--- src/rtl/dmairq_pkg.sv ---
package dmairq_pkg;

   localparam int unsigned OFS_ALL     = 32'h00;
   localparam int unsigned OFS_TC      = 32'h04;
   localparam int unsigned OFS_TC_CLR  = 32'h08;
   localparam int unsigned OFS_ERR     = 32'h0C;
   localparam int unsigned OFS_ERR_CLR = 32'h10;
   localparam int unsigned OFS_TOP     = OFS_ERR_CLR;

   typedef enum logic [2:0] {
      SEL_ALL,
      SEL_TC,
      SEL_TC_CLR,
      SEL_ERR,
      SEL_ERR_CLR,
      SEL_NONE
   } reg_sel_e;

endpackage

--- src/rtl/dmairq_sticky.sv ---
module dmairq_sticky #(
   parameter int unsigned N = 8
) (
   input  logic         clk,
   input  logic         rst_n,
   input  logic [N-1:0] set_i,
   input  logic [N-1:0] clr_i,
   output logic [N-1:0] bits_o
);

   logic [N-1:0] bits_q;

   for (genvar i = 0; i < N; i++) begin : g_bit
      always_ff @(posedge clk or negedge rst_n) begin
         if (!rst_n) begin
            bits_q[i] <= 1'b0;
         end else if (set_i[i]) begin
            bits_q[i] <= 1'b1;
         end else if (clr_i[i]) begin
            bits_q[i] <= 1'b0;
         end
      end


      set_latch_chk: assert property (@(posedge clk) disable iff (!rst_n)
         set_i[i] |=> bits_q[i]);


      hold_chk: assert property (@(posedge clk) disable iff (!rst_n)
         (!set_i[i] && !clr_i[i]) |=> $stable(bits_q[i]));


      clear_chk: assert property (@(posedge clk) disable iff (!rst_n)
         (clr_i[i] && !set_i[i]) |=> !bits_q[i]);
   end

   assign bits_o = bits_q;

endmodule

--- src/rtl/dmairq_rdmux.sv ---
module dmairq_rdmux
   import dmairq_pkg::*;
#(
   parameter int unsigned N  = 8,
   parameter int unsigned DW = 32
) (
   input  logic          clk,
   input  logic          rst_n,
   input  logic          rd_en,
   input  reg_sel_e      sel,
   input  logic [N-1:0]  tc_m,
   input  logic [N-1:0]  err_m,
   output logic [DW-1:0] rdata
);

   localparam int unsigned PAD = DW - N;

   logic [N-1:0]  view;
   logic [DW-1:0] rdata_q;
   logic [DW-1:0] rd_next;

   always_comb begin
      unique case (sel)
         SEL_ALL: view = tc_m | err_m;
         SEL_TC:  view = tc_m;
         SEL_ERR: view = err_m;
         default: view = '0;
      endcase
   end

   if (PAD == 0) begin : g_full
      assign rd_next = view;
   end else begin : g_pad
      assign rd_next = {{PAD{1'b0}}, view};
   end

   always_ff @(posedge clk or negedge rst_n) begin
      if (!rst_n) begin
         rdata_q <= '0;
      end else if (rd_en) begin
         rdata_q <= rd_next;
      end
   end

   assign rdata = rdata_q;


   wo_read_zero_chk: assert property (@(posedge clk) disable iff (!rst_n)
      (rd_en && (sel == SEL_TC_CLR || sel == SEL_ERR_CLR || sel == SEL_NONE))
      |=> (rdata == '0));

endmodule

--- src/rtl/dmairq_irq.sv ---
module dmairq_irq #(
   parameter int unsigned N       = 8,
   parameter bit          IRQ_REG = 1'b1
) (
   input  logic         clk,
   input  logic         rst_n,
   input  logic [N-1:0] pend_i,
   output logic         irq_o
);

   logic any_pend;
   assign any_pend = |pend_i;

   if (IRQ_REG) begin : g_reg
      logic irq_q;
      always_ff @(posedge clk or negedge rst_n) begin
         if (!rst_n) begin
            irq_q <= 1'b0;
         end else begin
            irq_q <= any_pend;
         end
      end
      assign irq_o = irq_q;


      irq_rise_chk: assert property (@(posedge clk) disable iff (!rst_n)
         (pend_i != '0) |=> irq_o);


      irq_fall_chk: assert property (@(posedge clk) disable iff (!rst_n)
         (pend_i == '0) |=> !irq_o);
   end else begin : g_comb
      assign irq_o = any_pend;
   end

endmodule

--- src/rtl/dma_irq_collector.sv ---
module dma_irq_collector
   import dmairq_pkg::*;
#(
   parameter int unsigned NUM_CH  = 8,
   parameter int unsigned ADDR_W  = 5,
   parameter int unsigned DATA_W  = 32,
   parameter bit          IRQ_REG = 1'b1
) (
   input  logic              clk,
   input  logic              rst_n,
   input  logic              reg_wr_en,
   input  logic              reg_rd_en,
   input  logic [ADDR_W-1:0] reg_addr,
   input  logic [DATA_W-1:0] reg_wdata,
   output logic [DATA_W-1:0] reg_rdata,
   input  logic [NUM_CH-1:0] tc_evt,
   input  logic [NUM_CH-1:0] err_evt,
   input  logic [NUM_CH-1:0] tc_mask,
   input  logic [NUM_CH-1:0] err_mask,
   output logic              irq_out
);

   localparam int unsigned ADDR_SPAN = 1 << ADDR_W;

   if (NUM_CH < 1 || NUM_CH > DATA_W) begin : g_bad_ch
      $error("NUM_CH must lie between 1 and DATA_W");
   end
   if (ADDR_SPAN <= OFS_TOP) begin : g_bad_addr
      $error("ADDR_W too narrow for the register window");
   end

   reg_sel_e    sel;
   logic [NUM_CH-1:0] tc_clr, err_clr;
   logic [NUM_CH-1:0] tc_raw, err_raw;
   logic [NUM_CH-1:0] tc_m, err_m;

   always_comb begin
      if      (reg_addr == ADDR_W'(OFS_ALL))     sel = SEL_ALL;
      else if (reg_addr == ADDR_W'(OFS_TC))      sel = SEL_TC;
      else if (reg_addr == ADDR_W'(OFS_TC_CLR))  sel = SEL_TC_CLR;
      else if (reg_addr == ADDR_W'(OFS_ERR))     sel = SEL_ERR;
      else if (reg_addr == ADDR_W'(OFS_ERR_CLR)) sel = SEL_ERR_CLR;
      else                                       sel = SEL_NONE;
   end

   assign tc_clr  = (reg_wr_en && sel == SEL_TC_CLR)  ? reg_wdata[NUM_CH-1:0] : '0;
   assign err_clr = (reg_wr_en && sel == SEL_ERR_CLR) ? reg_wdata[NUM_CH-1:0] : '0;

   dmairq_sticky #(.N(NUM_CH)) u_tc (
      .clk(clk), .rst_n(rst_n), .set_i(tc_evt), .clr_i(tc_clr), .bits_o(tc_raw)
   );

   dmairq_sticky #(.N(NUM_CH)) u_err (
      .clk(clk), .rst_n(rst_n), .set_i(err_evt), .clr_i(err_clr), .bits_o(err_raw)
   );

   assign tc_m  = tc_raw & tc_mask;
   assign err_m = err_raw & err_mask;

   dmairq_rdmux #(.N(NUM_CH), .DW(DATA_W)) u_rd (
      .clk(clk), .rst_n(rst_n), .rd_en(reg_rd_en), .sel(sel),
      .tc_m(tc_m), .err_m(err_m), .rdata(reg_rdata)
   );

   dmairq_irq #(.N(NUM_CH), .IRQ_REG(IRQ_REG)) u_irq (
      .clk(clk), .rst_n(rst_n), .pend_i(tc_m | err_m), .irq_o(irq_out)
   );


   ro_write_chk: assert property (@(posedge clk) disable iff (!rst_n)
      (reg_wr_en && (sel == SEL_ALL || sel == SEL_TC || sel == SEL_ERR)
       && tc_evt == '0 && err_evt == '0)
      |=> ($stable(tc_raw) && $stable(err_raw)));

endmodule

--- config.mk ---
export PLATFORM = sky130hd
export DESIGN_NAME = dma_irq_collector
export DESIGN_NICKNAME = d
export VERILOG_FILES = /design/src/rtl/dmairq_pkg.sv /design/src/rtl/dmairq_sticky.sv /design/src/rtl/dmairq_rdmux.sv /design/src/rtl/dmairq_irq.sv /design/src/rtl/dma_irq_collector.sv
export SDC_FILE = /design/constraint.sdc
export NUM_CORES = 1
export LEC_CHECK = 0
export ABC_CLOCK_PERIOD_IN_PS = 1600
export BUFFER_PORTS_ARGS = -buffer_cell sky130_fd_sc_hd__buf_2
export CAP_MARGIN = 20
export CORE_UTILIZATION = 41
export CTS_CLUSTER_SIZE = 25
export DETAILED_ROUTE_END_ITERATION = 10
export PLACE_DENSITY = 0.83
export SLEW_MARGIN = 20
export SYNTH_ARGS = -nofsm -noshare
export SYNTH_HDL_FRONTEND = slang
export SYNTH_SLANG_ARGS = --single-unit
--- constraint.sdc ---
create_clock -name clk -period 1.6 [get_ports clk]
set_input_delay 0.08 -clock clk [delete_from_list [all_inputs] [get_ports clk]]
set_output_delay 0.08 -clock clk [all_outputs]
set_load 0.02 [all_outputs]
==> reports/metrics.csv <==
metric;value;unit
status;complete, no violations;
final non-filler cell total;276;
final hold vios;0;
Slew @ Worst Pin;0.569;ns
launch point of the worst reg-to-reg path;u_tc.bits_o[7];
worst reg2reg setup slack;0.36;ns
GRT Residual Overflow;0;
Fin Clk Skew;0.00152;ns
Netlist cell types;23;
nets@finish;304;
register area;626;um2
DR pass1 iterations;4;
filler cell count;337;
Synth-to-Final Area Change;26.8;%
Hold Path End;u_tc.bits_o[0];
initial antenna violation count;0;
Worst R2R End;u_irq.irq_o;
Peak VDD IR;317;uV
diode count;0;
H-tree depth;1;
CTS tree;built;
post-synthesis simple-gate area fraction;22.0;%
Slew Viols, Final;0;
top cells by area, synth;dfrtp_1, buf_4, o31ai_2;
DR vias/cell;4.82;
TritonCTS Sinks;25;
initial drt markers;41;
drt wl/cell;12.7;um
post-route minimum period;1.24;ns
Synth Area in Compound Gates;20.5;%
largest net degree at the start of global routing;26;
Synth Area in Adders;0;%
worst setup path category;flop to flop;
final-report setup violation count;0;
worst hold path class;input pin to flop;
fin crit share;77.7;%
Setup Fix Bufs, Post-CTS;0;
Final HPWL DP;2610;um
reg2reg path depth;3;
main combinational cell family by area after synthesis;simple AND/OR/NAND/NOR gates;
post-synth top area cell;dfrtp_1;
full die area;4010;um2
Placed Instances;257;
layout cells sized above 1;32.6;%
total wire length;3510;um
Final ANT Viol Nets;0;
core area;3470;um2
Buffers on Ports;57;
worst skew pair latency;0.27;ns
P_leak;0.950;nW
clk buf depth;2;
Resized cells post-CTS;0;
Syn Std Cell Area;1540;um2
post-synthesis mux area share;0;%
Synth top area share;40.6;%
GPL Wtd Cong;0.865;
Initial Utilization;44.4;%
worst path arrival time;1.40;ns
xor/xnor cell area share of the yosys netlist;0;%
CTS root buf;clkbuf_8;
Ys Warns;0;
max_cap viols;0;
Power per Cell Area;665;nW/um2
Mapped Avg Cell Area;9.63;um2
Tot GR Track Use;18.2;%
vias after detailed routing;1331;
hold path startpoint;tc_evt[0];
Worst-path clk slew;0.09;ns
Mapped Cells;160;
area of the multi-input gates;744;um2
crit start category;flop;
sum of negative setup slack;0;ns
Core Rows;21;
DRC violations left;0;
Critical Path End Type;flop;
first-pass GRT wire length;5650;um
synthesized flop and latch total;25;
relative slew slack;62.1;%
Hold Path Stages;2;
Chip Height;63.3;um
Seq/Total Area, Yosys;40.6;%
vias in the first global route;1259;
RSZ-0062 raised after global routing;false;
critical path data required time;1.75;ns
top-level port count;106;
Max Fclk;805;MHz
Die X;63.3;um
Worst Path Max Fanout;3;
CTS Buf Count;3;
==> kinds of logic (layout without fill, tap and decap cells) <==
group                  count (synthesis)  count (layout)
buffers and inverters                 39              86
AOI/OAI and AO/OA                     36              36
other                                  1              24
and+or+nand+nor                       59              59
DFF                                   25              25
==> layer usage <==
metal / track usage, % / vias up / share of wire [%]
met5: 0 / - / 0
met4: 9.09 / 0 / 2.0
met3: 3.26 / 10 / 5.8
met2: 29.6 / 54 / 48
met1: 23.1 / 615 / 44
li1: - / 652 / -
==> power by group <==
part           switching, W  internal [W]  total [W]
Sequential       0.00000534      0.000642   0.000647
Clock              0.000206      0.000174   0.000380
Combinational      0.000165      0.000107   0.000272
Total              0.000376      0.000923    0.00130
==> stage by stage <==
step                      utilization [%]  setup slack (ns)  power [W]  hold slack [ns]  cell area [um2]
after floorplan                         -             0.463   0.000845           -0.216             1630
after global placement               50.7             0.253   0.000899           0.0985             1760
after detailed placement             50.7             0.244   0.000902            0.107             1760
after CTS                            56.1             0.365    0.00130        0.0000742             1940
after global routing                 56.3             0.315    0.00136          0.00241             1950
final                                56.3             0.357    0.00130          0.00541             1950
==> synth_stat cells <==
cell type and instances:
nor2b_1 9, buf_2 1, nand4_1 10, a221o_1 8
or3_1 1, o31ai_2 9, buf_4 27, dfrtp_1 25
and3b_1 1, nor4b_4 1, a21o_1 7, inv_1 8
buf_6 1, conb_1 1, a22oi_1 4, nand2_1 25
o21ai_0 8, clkbuf_1 1, nor3_2 1, clkbuf_2 1
nand2b_1 9, or4b_4 1, nand3b_1 1
==> area by class of cell <==
cell class	count	share of cell area (%)
Sequential cell	25	32.0
Timing Repair Buffer	74	23.0
Clock buffer	3	2.11
Inverter	8	1.54
Tap cell	46	2.94
Multi-Input combinational cell	119	38.1
Clock inverter	1	0.256
==> how the worst max path moves through the flow <==
stage / startpoint / to / slack (ns) / cells past startpoint
2_1_floorplan: reg_addr[2] / u_err.bits_o[7] / 0.46 / 4
3_3_place_gp: reg_addr[2] / u_tc.bits_o[7] / 0.25 / 4
3_5_place_dp: reg_addr[2] / u_tc.bits_o[3] / 0.24 / 4
4_1_cts: u_tc.bits_o[7] / u_irq.irq_o / 0.36 / 3
5_1_grt: u_tc.bits_o[5] / u_irq.irq_o / 0.31 / 3
6_report: u_tc.bits_o[7] / u_irq.irq_o / 0.36 / 3
==> cells in the final DEF, fill, tap and decap left out, drive strengths merged, types with 4 or more instances in the layout <==
cell type / count
nand2b: 9
conb: 24
inv: 8
o31ai: 9
nor2b: 9
a22oi: 4
nand4: 10
dfrtp: 25
a21o: 7
a221o: 8
nand2: 25
dlygate4sd3: 15
buf: 59
o21ai: 8
==> critical path: stages, from the launching register on <==
cell,delay (ns)
dfrtp_1,0.41
a22oi_1,0.24
nand4_1,0.11
or3_1,0.37
==> sequential cells by signal, summed over array words and instances (netlist names) <==
| name | flops |
|---|---|
| u_err.bits_o | 8 |
| u_irq.irq_o | 1 |
| u_rd.rdata | 8 |
| u_tc.bits_o | 8 |
==> what timing repair did <==
action,CTS,global route
hold buffers,14,1
endpoints found under the hold margin,38,1
endpoints found under the setup margin,0,0
Note: power is estimated with default switching activity, not from simulation.
